--- src/rtl/tapdiv_pkg.sv ---
// Package: helpers shared by the tapped divider modules.
// Assumes stage masks fit in 32 bits (chains of at most 32 stages).
package tapdiv_pkg;

    // Return the bit position of the k-th set bit of mask (k counts from 0).
    function automatic int nth_set_bit(logic [31:0] mask, int k);
        int seen;
        int pos;
        seen = 0;
        pos  = 0;
        for (int i = 0; i < 32; i++) begin
            if (mask[i]) begin
                if (seen == k) pos = i;
                seen++;
            end
        end
        return pos;
    endfunction

endpackage

--- src/rtl/tapdiv_release_sync.sv ---
// Clear-release synchroniser: two flops clocked on the falling edge of the
// oscillator clock. Both are cleared asynchronously while clr is high, and
// run rises on the second falling edge after clr goes low.
// Assumes clr is held for at least one clock phase.
module tapdiv_release_sync (
    input  logic clk,
    input  logic clr,
    output logic run
);
    logic meta_q;
    logic run_q;

    // Shift a one through the two flops once clear is gone.
    always_ff @(negedge clk or posedge clr) begin
        if (clr) begin
            meta_q <= 1'b0;
            run_q  <= 1'b0;
        end else begin
            meta_q <= 1'b1;
            run_q  <= meta_q;
        end
    end

    assign run = run_q;

endmodule

--- src/rtl/tapdiv_stage_chain.sv ---
// Stage chain: STAGES toggle flops advanced on the falling clock edge.
// Stage i toggles when run is high and every lower stage is one, which is
// the synchronous equivalent of a ripple chain. It wraps freely.
// Assumes clr is the asynchronous clear and run comes from the synchroniser.
module tapdiv_stage_chain #(
    parameter int STAGES = 14
) (
    input  logic              clk,
    input  logic              clr,
    input  logic              run,
    output logic [STAGES-1:0] cnt
);
    logic [STAGES:0] carry;

    assign carry[0] = run;

    for (genvar i = 0; i < STAGES; i++) begin : g_stage
        // Carry into the next stage: this stage and all below are one.
        assign carry[i+1] = carry[i] & cnt[i];

        // Toggle this stage when the carry reaches it.
        always_ff @(negedge clk or posedge clr) begin
            if (clr) cnt[i] <= 1'b0;
            else if (carry[i]) cnt[i] <= ~cnt[i];
        end
    end


    hold_when_idle_chk: assert property (@(negedge clk) disable iff (clr)
        !run |=> $stable(cnt));


    count_step_chk: assert property (@(negedge clk) disable iff (clr)
        run |=> cnt == STAGES'($past(cnt) + 1'b1));

endmodule

--- src/rtl/tapdiv_tap_pick.sv ---
// Tap selector: packs the stages flagged in TAP_SEL into a dense bus, with
// the lowest flagged stage in bit 0. Pure wiring.
// Assumes STAGES <= 32 and NUM_TAPS equals the number of ones in TAP_SEL.
module tapdiv_tap_pick #(
    parameter int                STAGES   = 14,
    parameter logic [STAGES-1:0] TAP_SEL  = 14'b11_1011_1111_1000,
    parameter int                NUM_TAPS = 10
) (
    input  logic [STAGES-1:0]   cnt,
    output logic [NUM_TAPS-1:0] taps
);
    for (genvar k = 0; k < NUM_TAPS; k++) begin : g_tap
        localparam int SRC = tapdiv_pkg::nth_set_bit(32'(TAP_SEL), k);
        // Route the k-th selected stage to tap k.
        assign taps[k] = cnt[SRC];
    end

endmodule

--- src/rtl/tapped_divider.sv ---
// Top of the tapped binary divider. It counts falling edges of osc_clk in a
// STAGES-long binary chain, exposes the stages selected by TAP_SEL, gates the
// oscillator enable with the clear and drives a decode-qualify strobe in the
// clock-high phase. Assumes osc_clk is free running while stop_clr is low.
module tapped_divider #(
    parameter int                STAGES   = 14,
    parameter logic [STAGES-1:0] TAP_SEL  = 14'b11_1011_1111_1000,
    localparam int               NUM_TAPS = $countones(TAP_SEL)
) (
    input  logic                osc_clk,
    input  logic                stop_clr,
    output logic                osc_run_en,
    output logic                decode_ok,
    output logic [NUM_TAPS-1:0] div_tap
);
    logic              run;
    logic [STAGES-1:0] cnt;

    tapdiv_release_sync u_sync (
        .clk (osc_clk),
        .clr (stop_clr),
        .run (run)
    );

    tapdiv_stage_chain #(.STAGES(STAGES)) u_chain (
        .clk (osc_clk),
        .clr (stop_clr),
        .run (run),
        .cnt (cnt)
    );

    tapdiv_tap_pick #(
        .STAGES   (STAGES),
        .TAP_SEL  (TAP_SEL),
        .NUM_TAPS (NUM_TAPS)
    ) u_pick (
        .cnt  (cnt),
        .taps (div_tap)
    );

    // Let the oscillator run only while no clear is requested.
    assign osc_run_en = ~stop_clr;

    // Qualify decodes in the high phase, where the count is settled.
    assign decode_ok = osc_clk & run & ~stop_clr;


    taps_zero_in_clear_chk: assert property (@(posedge osc_clk)
        stop_clr |-> div_tap == '0);


    strobe_low_phase_chk: assert property (@(posedge osc_clk) disable iff (stop_clr)
        !decode_ok);

endmodule

--- config.mk ---
export PLATFORM = sky130hd
export DESIGN_NAME = tapped_divider
export DESIGN_NICKNAME = d
export VERILOG_FILES = /design/src/rtl/tapdiv_pkg.sv /design/src/rtl/tapdiv_release_sync.sv /design/src/rtl/tapdiv_stage_chain.sv /design/src/rtl/tapdiv_tap_pick.sv /design/src/rtl/tapped_divider.sv
export SDC_FILE = /design/constraint.sdc
export NUM_CORES = 1
export LEC_CHECK = 0
export CAP_MARGIN = 15
export CORE_AREA = 2 2 41 43
export CTS_BUF_LIST = sky130_fd_sc_hd__clkbuf_8
export DETAILED_ROUTE_END_ITERATION = 10
export DIE_AREA = 0 0 43 45
export PLACE_DENSITY = 0.86
export RECOVER_POWER = 50
export SYNTH_ARGS = -nofsm -noshare
export SYNTH_HDL_FRONTEND = slang
export SYNTH_SLANG_ARGS = --single-unit
--- constraint.sdc ---
create_clock -name osc_clk -period 1.95 [get_ports osc_clk]
set_clock_uncertainty 0.2 [all_clocks]
set_input_delay 0.39 -clock osc_clk [delete_from_list [all_inputs] [get_ports osc_clk]]
set_output_delay 0.39 -clock osc_clk [all_outputs]
set_load 0.005 [all_outputs]
==> impl_results.md, run 1 <==
- Vias: 517
- Sum of routed wire length over all layers: 1370 µm
- End-of-flow core utilization: 69.90%
- Mean area per synthesized cell: 11.99 µm²
- Routed length on met2: 703 µm
- Worst endpoint required time: 1360 ps
- Std cell rows: 14
- Distinct cell type count of the synthesized netlist: 14
- CTS Hold Buffers Added: 0
- Final slew viol count: 0
- Average wire length per cell after detail routing: 12.34 µm
- CTS tree: built
- Die span in y: 45 µm
- Total Die Area: 1935 µm²
- Antenna violations before repair: 0
- Cell Pwr Density: 1194 nW/µm²
- Flops & latches, synth: 16
- Commonest non-fill, non-tap cell in the layout: buf_4
- Startpoint class of the critical path: flip-flop
- WS Path Type: flip-flop to primary output
- Setup repair after global routing missed its margin: yes
- Signal arrival time at the worst endpoint: 2020 ps
- Commonest non-fill, non-tap cells in the layout: buf_4, dfrtn_1, xnor2_1
- Placeable core region: 1471 µm²
- Leakage: 0.0005320 µW
- # IOs: 14
- Final setup violation count: 12
- Overflow left after global routing: 0
- Fraction of layout instances using a drive strength above 1: 49.47%
- Starting DRC count in detailed routing: 4
- Overall global routing resource usage: 16.78%
- Peak supply drop: 0.7656 mV
- Input/output buffers: 13
- Post-synthesis sequential area ratio: 55.65%
- Violations in the final reports: setup timing
- DRC violations left: 0
- Vias in the first global route: 522
- Maximum Capacitance Violations: 0
- ANT nets after route: 0
- Worst hold margin: 103.5 ps
- HPWL after detailed placement: 871.1 µm
- Horizontal die dimension: 43 µm
- Number of cells produced by synthesis: 60
- Syn Nets: 62
- Highest layer used for signal routing: met4
- Hold Path Class: flip-flop to flip-flop
- Post-synthesis instance area: 719.4 µm²
- Growth of design area from synthesis to finish: 42.96%
- Maximum number of pins on one net before global-route repair: 10
- TritonRoute pass-1 iters: 4
- Clock transition at path regs: 50 ps
- Vias/cell: 4.658
- Worst-Skew Late Latency: 390 ps
- Run status: finished, violations left
- Final worst slack: -664.9 ps
- Met3 wire len: 72 µm
- Wire length of the first global-routing pass: 2173 µm
- Antenna cells: 0
- Nets: 98
- Hold violation count in the final report: 0
- Routability congestion estimate: 0.7384
- Critical path capture point type: primary output
- Synth warn: 0
- Maximum fanout along the worst path: 2
- Post-route met1 wirelength: 555 µm
- Effective utilization at floorplan: 48.89%
[area by class of cell]
class	instances	area (µm²)
fillers	119	442.9
flip-flops and latches	16	400.4
repair buffers	37	252.7
multi-input cells	32	240.2
clock buffers	8	107.6
well taps	16	20.02
inverters	2	7.507
[where the power goes]
part           internal, µW  leakage [µW]  switching, µW
clock network           327     0.0000607            144
logic                   172      0.000264            120
registers               409      0.000207           55.2
total                   909      0.000532            319
[per-layer routing]
metal,vias to the layer above,global-route usage [%]
met2,15,26.97
met3,4,5.200
met5,-,0
met4,0,17.58
li1,256,-
met1,242,16.75
[critical path, stage by stage (launching register included)]
cell     delay (ps)
dfrtn_1         400
and3_4          170
buf_6            80
[metrics by stage]
step | instance area (µm²) | total power, µW | setup TNS, ps | setup WS (ps) | instances
2_1_floorplan | 719.4 | 645.7 | -1979 | -258.9 | 60
3_5_place_dp | 907.1 | 766.7 | -6518 | -637.0 | 94
5_1_grt | 1028 | 1291 | -6151 | -696.3 | 111
6_report | 1028 | 1228 | -5851 | -664.9 | 111
4_1_cts | 1010 | 1226 | -5884 | -670.0 | 108
3_3_place_gp | 907.1 | 754.9 | -6159 | -627.1 | 94
[state kept, by name, indices dropped and copies added (netlist names)]
signal         cells
u_sync.meta_q      1
u_chain.cnt       14
u_sync.run         1
[path summary, 6_finish.rpt]
path / startpoint / endpoint / slack [ps] / cells past startpoint
setup / recovery: u_sync.run / decode_ok / -660 / 2
min in group asynchronous: stop_clr / u_chain.cnt[9] / 970 / 3
setup reg to reg: u_sync.run / u_chain.cnt[13] / 120 / 7
hold reg to reg: u_sync.meta_q / u_sync.run / 100 / 0
max in group asynchronous: stop_clr / u_chain.cnt[3] / 350 / 4
hold / removal: u_sync.meta_q / u_sync.run / 100 / 0
[timing repair]
| item | in CTS | in global routing |
|---|---|---|
| buffers inserted | 7 | 3 |
| gates resized for setup | 48 | 0 |
| pin swaps | 0 | 0 |
| endpoints found under the setup margin | 14 | 12 |
[cell usage after synthesis]
master / count / area share (%)
dfrtn_1: 16 / 56
inv_1: 2 / 1.0
xor2_1: 2 / 2.4
nand4_2: 2 / 3.5
nor2_1: 1 / 0.52
nor2_4: 1 / 1.6
nand2_1: 4 / 2.1
and3_2: 1 / 1.0
and4_1: 1 / 1.2
buf_4: 10 / 10
nand3_1: 4 / 2.8
conb_1: 1 / 0.52
xnor2_1: 12 / 15
nand4_1: 3 / 2.6
[cell families (layout without fill, tap and decap cells)]
| kind of cell | count (synthesis) | in the layout | share of synthesized area (%) |
|---|---|---|---|
| flip-flops | 16 | 16 | 55.65 |
| buffers and inverters | 12 | 47 | 11.48 |
| XOR/XNOR | 14 | 14 | 17.04 |
| other | 1 | 1 | 0.5212 |
| AND/OR/NAND/NOR | 17 | 17 | 15.30 |
No activity file was read; power rests on OpenSTA's default activity.
==> run 2: changes to the inputs <==
CORE_AREA = 2 2 43 45   (was 2 2 41 43)
DIE_AREA = 0 0 45 47   (was 0 0 43 45)
PLACE_DENSITY = 0.82   (was 0.86)
clock period = 2.1 ns   (was 1.95 ns; I/O delays follow)
==> run 2 against run 1 <==
The flow still finishes with violations (setup timing). Sequential share of layout area is 1.1 points higher. Non-clock buffer count is 2 lower. Register-to-register slack better by 80 ps.
==> impl_results.md, run 2 (synthesized netlist as in run 1, its figures left out) <==
- Design Area, Final: 1001 µm² (was 1028 µm²)
- Die span in y: 47 µm (was 45 µm)
- Antenna cells: 0 (unchanged)
- Vias: 510 (was 517)
- Cell chain of the critical path: and3_4 -> buf_6 (unchanged)
- DRC violations left: 0 (unchanged)
- Clock transition at path regs: 40 ps (was 50 ps)
- Flip-flop count of the largest register, all copies and words added: 14 (unchanged)
- Worst hold margin: 100.3 ps (was 103.5 ps)
- Startpoint of the lowest-slack register-to-register path: u_chain.cnt[3] (was u_sync.run)
- Start point of the worst min-delay path: u_sync.meta_q (unchanged)
- Total Die Area: 2115 µm² (was 1935 µm²)
- Average wire length per cell after detail routing: 11.41 µm (was 12.34 µm)
- Setup repair after global routing missed its margin: yes (unchanged)
- Commonest non-fill, non-tap cells in the layout: buf_4, dfrtn_1, xnor2_1 (unchanged)
- Antenna violations before repair: 0 (unchanged)
- Maximum number of pins on one net before global-route repair: 11 (was 10)
- Crit path largest cell delay: 410 ps (was 400 ps)
- Fraction of layout instances using a drive strength above 1: 45.16% (was 49.47%)
- WS Path Type: flip-flop to primary output (unchanged)
- Final slew viol count: 0 (unchanged)
- HPWL after detailed placement: 844.6 µm (was 871.1 µm)
- Nets: 96 (was 98)
- End-of-flow core utilization: 60.61% (was 69.90%)
- Highest layer used for signal routing: met4 (unchanged)
- ANT nets after route: 0 (unchanged)
- Power after layout: 1111 µW (was 1228 µW)
- Cell class contributing the biggest share of worst-path delay: flip-flops (unchanged)
- Final worst slack: -635.2 ps (was -664.9 ps)
- TritonRoute pass-1 iters: 4 (unchanged)
- Endpoint of the worst hold-timing path: u_sync.run (unchanged)
- Signal arrival time at the worst endpoint: 2120 ps (was 2020 ps)
- Leakage: 0.0005184 µW (was 0.0005320 µW)
- Hold violation count in the final report: 0 (unchanged)
- Worst endpoint required time: 1480 ps (was 1360 ps)
- Number of cells on the worst hold path: 0 (unchanged)
- CTS Hold Buffers Added: 0 (unchanged)
- Met3 wire len: 87 µm (was 72 µm)
- Cell Pwr Density: 1110 nW/µm² (was 1194 nW/µm²)
- Vias in the first global route: 491 (was 522)
- Routability congestion estimate: 0.7631 (was 0.7384)
- Placement-stage cell area: 908.4 µm² (was 907.1 µm²)
- Routed length on met2: 574 µm (was 703 µm)
- Overflow left after global routing: 0 (unchanged)
- Effective utilization at floorplan: 43.56% (was 48.89%)
- Sum of routed wire length over all layers: 1255 µm (was 1370 µm)
- Peak supply drop: 0.7226 mV (was 0.7656 mV)
- Std cell rows: 15 (was 14)
- CTS tree: built (unchanged)
- Maximum Capacitance Violations: 0 (unchanged)
- Overall global routing resource usage: 15.56% (was 16.78%)
- Total placed cells including tap cells: 95 (was 94)
- Wire length of the first global-routing pass: 2097 µm (was 2173 µm)
- Hold Path Class: flip-flop to flip-flop (unchanged)
- Final setup violation count: 12 (unchanged)
- Slowest cell on crit path: dfrtn_1 (unchanged)
- Non-filler cells in the finished layout: 110 (was 111)
- Growth of design area from synthesis to finish: 39.13% (was 42.96%)
- Post-route met1 wirelength: 513 µm (was 555 µm)
- # IOs: 14 (unchanged)
- Starting DRC count in detailed routing: 9 (was 4)
- Largest register by flop count: u_chain.cnt (unchanged)
- Worst-Skew Late Latency: 380 ps (was 390 ps)
- Critical path capture point type: primary output (unchanged)
- Commonest non-fill, non-tap cell in the layout: buf_4 (unchanged)
- Count of buffering cells on the critical path with inverters included: 1 (unchanged)
- Minimum setup slack among reg-to-reg paths: 200 ps (was 120 ps)
- Startpoint class of the critical path: flip-flop (unchanged)
- Horizontal die dimension: 45 µm (was 43 µm)
- Run status: finished, violations left (unchanged)
- Input/output buffers: 13 (unchanged)
- Endpoint of the worst register-to-register path: u_chain.cnt[10] (was u_chain.cnt[13])
- Violations in the final reports: setup timing (unchanged)
- Maximum fanout along the worst path: 2 (unchanged)
- Number of cells traversed by the worst register-to-register path: 6 (was 7)
- Placeable core region: 1652 µm² (was 1471 µm²)
- Vias/cell: 4.636 (was 4.658)
==> run 2: timing repair <==
item | 4_1_cts | 5_1_grt
setup endpoints to repair | 14 | 12
endpoints found under the hold margin | 0 | 0
gates resized for setup | 48 | 0
pin swaps | 1 | 1
setup buffers | 6 | 2
==> run 2: cell type report <==
type,count,area (µm²)
tap,17,21.27
inverter,2,7.507
fill,145,650.6
clock buffer,8,107.6
timing repair buffer,35,237.7
sequential,16,400.4
multi-input combinational,32,226.5
==> run 2: worst max path at each step <==
stage,start,end,slack (ps),cells after the start
after floorplan,u_sync.run,decode_ok,-210,1
after global placement,u_sync.run,decode_ok,-580,2
after detailed placement,u_sync.run,decode_ok,-590,2
after CTS,u_sync.run,decode_ok,-650,2
after global routing,u_sync.run,decode_ok,-670,2
final,u_sync.run,decode_ok,-640,2
==> run 2: per-stage QoR <==
step	setup TNS, ps	worst slack (ps)
2_1_floorplan	-1484	-213.9
3_3_place_gp	-5235	-579.2
3_5_place_dp	-5397	-587.5
4_1_cts	-5427	-651.4
5_1_grt	-5647	-666.1
6_report	-5308	-635.2
==> run 2: metal layers <==
metal  vias up  track usage, %
li1        250               -
met1       235           16.91
met2        16           20.00
met3         9           8.462
met4         0           17.65
met5         -               0
==> run 2: power breakdown <==
part | internal [µW] | leakage, µW | total, µW | switching [µW]
combinational | 139 | 0.000251 | 245 | 105
clock | 305 | 0.0000607 | 441 | 137
sequential | 380 | 0.000207 | 425 | 45.1
total | 824 | 0.000518 | 1110 | 287
==> run 3: changes to the inputs <==
CELL_PAD_IN_SITES_DETAIL_PLACEMENT = 1   (was unset)
CELL_PAD_IN_SITES_GLOBAL_PLACEMENT = 1   (was unset)
CORE_AREA = 2 2 48 50   (was 2 2 43 45)
DIE_AREA = 0 0 50 52   (was 0 0 45 47)
==> run 3 against run 2 <==
Critical endpoint unchanged. Register-to-register slack got worse by 70 ps. Non-clock buffer count is 1 lower. Flip-flop and latch count unchanged. Critical path depth did not move. Power is 0.39% higher. Sequential power is 1% higher. Die area grew 23%. The flow still finishes with violations (setup timing). Global-route usage decreased by 0.48 points.
==> impl_results.md, run 3 (synthesized netlist as in run 1, its figures left out) <==
- Vias: 522 (was 510)
- Signal arrival time at the worst endpoint: 2110 ps (was 2120 ps)
- Flip-flop count of the largest register, all copies and words added: 14 (unchanged)
- Run status: finished, violations left (unchanged)
- Wire length of the first global-routing pass: 2566 µm (was 2097 µm)
- HPWL after detailed placement: 1075 µm (was 844.6 µm)
- # IOs: 14 (unchanged)
- Antenna cells: 0 (unchanged)
- Sum of routed wire length over all layers: 1647 µm (was 1255 µm)
- Final setup violation count: 13 (was 12)
- Placeable core region: 2106 µm² (was 1652 µm²)
- Vias in the first global route: 569 (was 491)
- Maximum number of pins on one net before global-route repair: 11 (unchanged)
- DRC violations left: 0 (unchanged)
- Number of cells on the worst hold path: 0 (unchanged)
- Growth of design area from synthesis to finish: 38.78% (was 39.13%)
- Maximum fanout along the worst path: 2 (unchanged)
- Count of buffering cells on the critical path with inverters included: 1 (unchanged)
- Violations in the final reports: setup timing (unchanged)
- Startpoint class of the critical path: flip-flop (unchanged)
- Peak supply drop: 0.4874 mV (was 0.7226 mV)
- Cell chain of the critical path: and3_4 -> buf_6 (unchanged)
- CTS tree: built (unchanged)
- Endpoint of the worst register-to-register path: u_chain.cnt[13] (was u_chain.cnt[10])
- TritonRoute pass-1 iters: 4 (unchanged)
- Final slew viol count: 0 (unchanged)
- ANT nets after route: 0 (unchanged)
- End-of-flow core utilization: 47.42% (was 60.61%)
- Std cell rows: 17 (was 15)
- Hold violation count in the final report: 0 (unchanged)
- Worst-Skew Late Latency: 380 ps (about the same)
- Setup repair after global routing missed its margin: yes (unchanged)
- Antenna violations before repair: 0 (unchanged)
- Number of cells traversed by the worst register-to-register path: 6 (unchanged)
- Input/output buffers: 13 (unchanged)
- Largest register by flop count: u_chain.cnt (unchanged)
- Average wire length per cell after detail routing: 13.73 µm (was 11.41 µm)
- Clock transition at path regs: 40 ps (about the same)
- Maximum Capacitance Violations: 0 (unchanged)
- Endpoint of the worst hold-timing path: u_sync.run (unchanged)
- Critical path capture point type: primary output (unchanged)
- CTS Hold Buffers Added: 0 (unchanged)
- Startpoint of the lowest-slack register-to-register path: u_chain.cnt[4] (was u_chain.cnt[3])
- Crit path largest cell delay: 410 ps (about the same)
- Worst endpoint required time: 1480 ps (about the same)
- Die span in y: 52 µm (was 47 µm)
- Slowest cell on crit path: dfrtn_1 (unchanged)
- Fraction of layout instances using a drive strength above 1: 43.48% (was 45.16%)
- Cell class contributing the biggest share of worst-path delay: flip-flops (unchanged)
- Overflow left after global routing: 0 (unchanged)
- Design Area, Final: 998.5 µm² (was 1001 µm²)
- Horizontal die dimension: 50 µm (was 45 µm)
- Total Die Area: 2600 µm² (was 2115 µm²)
- Leakage: 0.0005041 µW (was 0.0005184 µW)
- Overall global routing resource usage: 15.08% (was 15.56%)
- Commonest non-fill, non-tap cell in the layout: buf_4 (unchanged)
- Routability congestion estimate: 0.7263 (was 0.7631)
- Placement-stage cell area: 907.1 µm² (was 908.4 µm²)
- Hold Path Class: flip-flop to flip-flop (unchanged)
- Final worst slack: -634.6 ps (was -635.2 ps)
- Minimum setup slack among reg-to-reg paths: 130 ps (was 200 ps)
- Vias/cell: 4.350 (was 4.636)
- Effective utilization at floorplan: 34.17% (was 43.56%)
- Nets: 95 (was 96)
- WS Path Type: flip-flop to primary output (unchanged)
- Worst hold margin: 103.2 ps (was 100.3 ps)
- Start point of the worst min-delay path: u_sync.meta_q (unchanged)
- Starting DRC count in detailed routing: 1 (was 9)
- Commonest non-fill, non-tap cells in the layout: buf_4, dfrtn_1, xnor2_1 (unchanged)
- Cell Pwr Density: 1117 nW/µm² (was 1110 nW/µm²)
-- run 3: power by group --
group          switching, µW  total, µW  internal (µW)
Sequential              49.6        430            380
Combinational            109        246            136
Clock                    136        440            304
-- run 3: worst max-delay path by stage --
stage / startpoint / to / slack (ps) / cells past startpoint
CTS: u_sync.run / decode_ok / -630 / 2
global placement: u_sync.run / decode_ok / -580 / 2
detailed placement: u_sync.run / decode_ok / -590 / 2
floorplan: u_sync.run / decode_ok / -210 / 1
global route: u_sync.run / decode_ok / -680 / 2
finish: u_sync.run / decode_ok / -630 / 2
-- run 3: area by class of cell --
class / instances / area (µm²)
inverter: 2 / 7.507
timing repair buffer: 34 / 227.7
multi-input combinational: 32 / 220.2
fill: 232 / 1107
sequential: 16 / 400.4
clock buffer: 8 / 107.6
tap: 28 / 35.03
-- run 3: what timing repair did --
action / in CTS / in global routing
setup endpoints to repair: 14 / 12
pin swaps: 0 / 0
gates resized for setup: 47 / 0
setup buffers: 4 / 5
-- run 3: layer usage --
| layer | GRT usage [%] | part of all wire [%] | vias to the layer above |
|---|---|---|---|
| li1 | - | - | 247 |
| met2 | 23.46 | 52 | 20 |
| met3 | 5.460 | 4.4 | 10 |
| met1 | 14.18 | 38 | 245 |
| met4 | 18.06 | 5.3 | 0 |
| met5 | 0 | 0 | - |
-- run 3: stage by stage --
step           power (µW)  cells  setup WS (ps)  TNS, ps
2_1_floorplan       599.6     60         -213.9    -1484
3_3_place_gp        698.7    104         -581.2    -5558
3_5_place_dp        724.0    104         -586.0    -6168
4_1_cts              1153    115         -634.4    -5451
5_1_grt              1183    120         -683.5    -5955
6_report             1115    120         -634.6    -5522
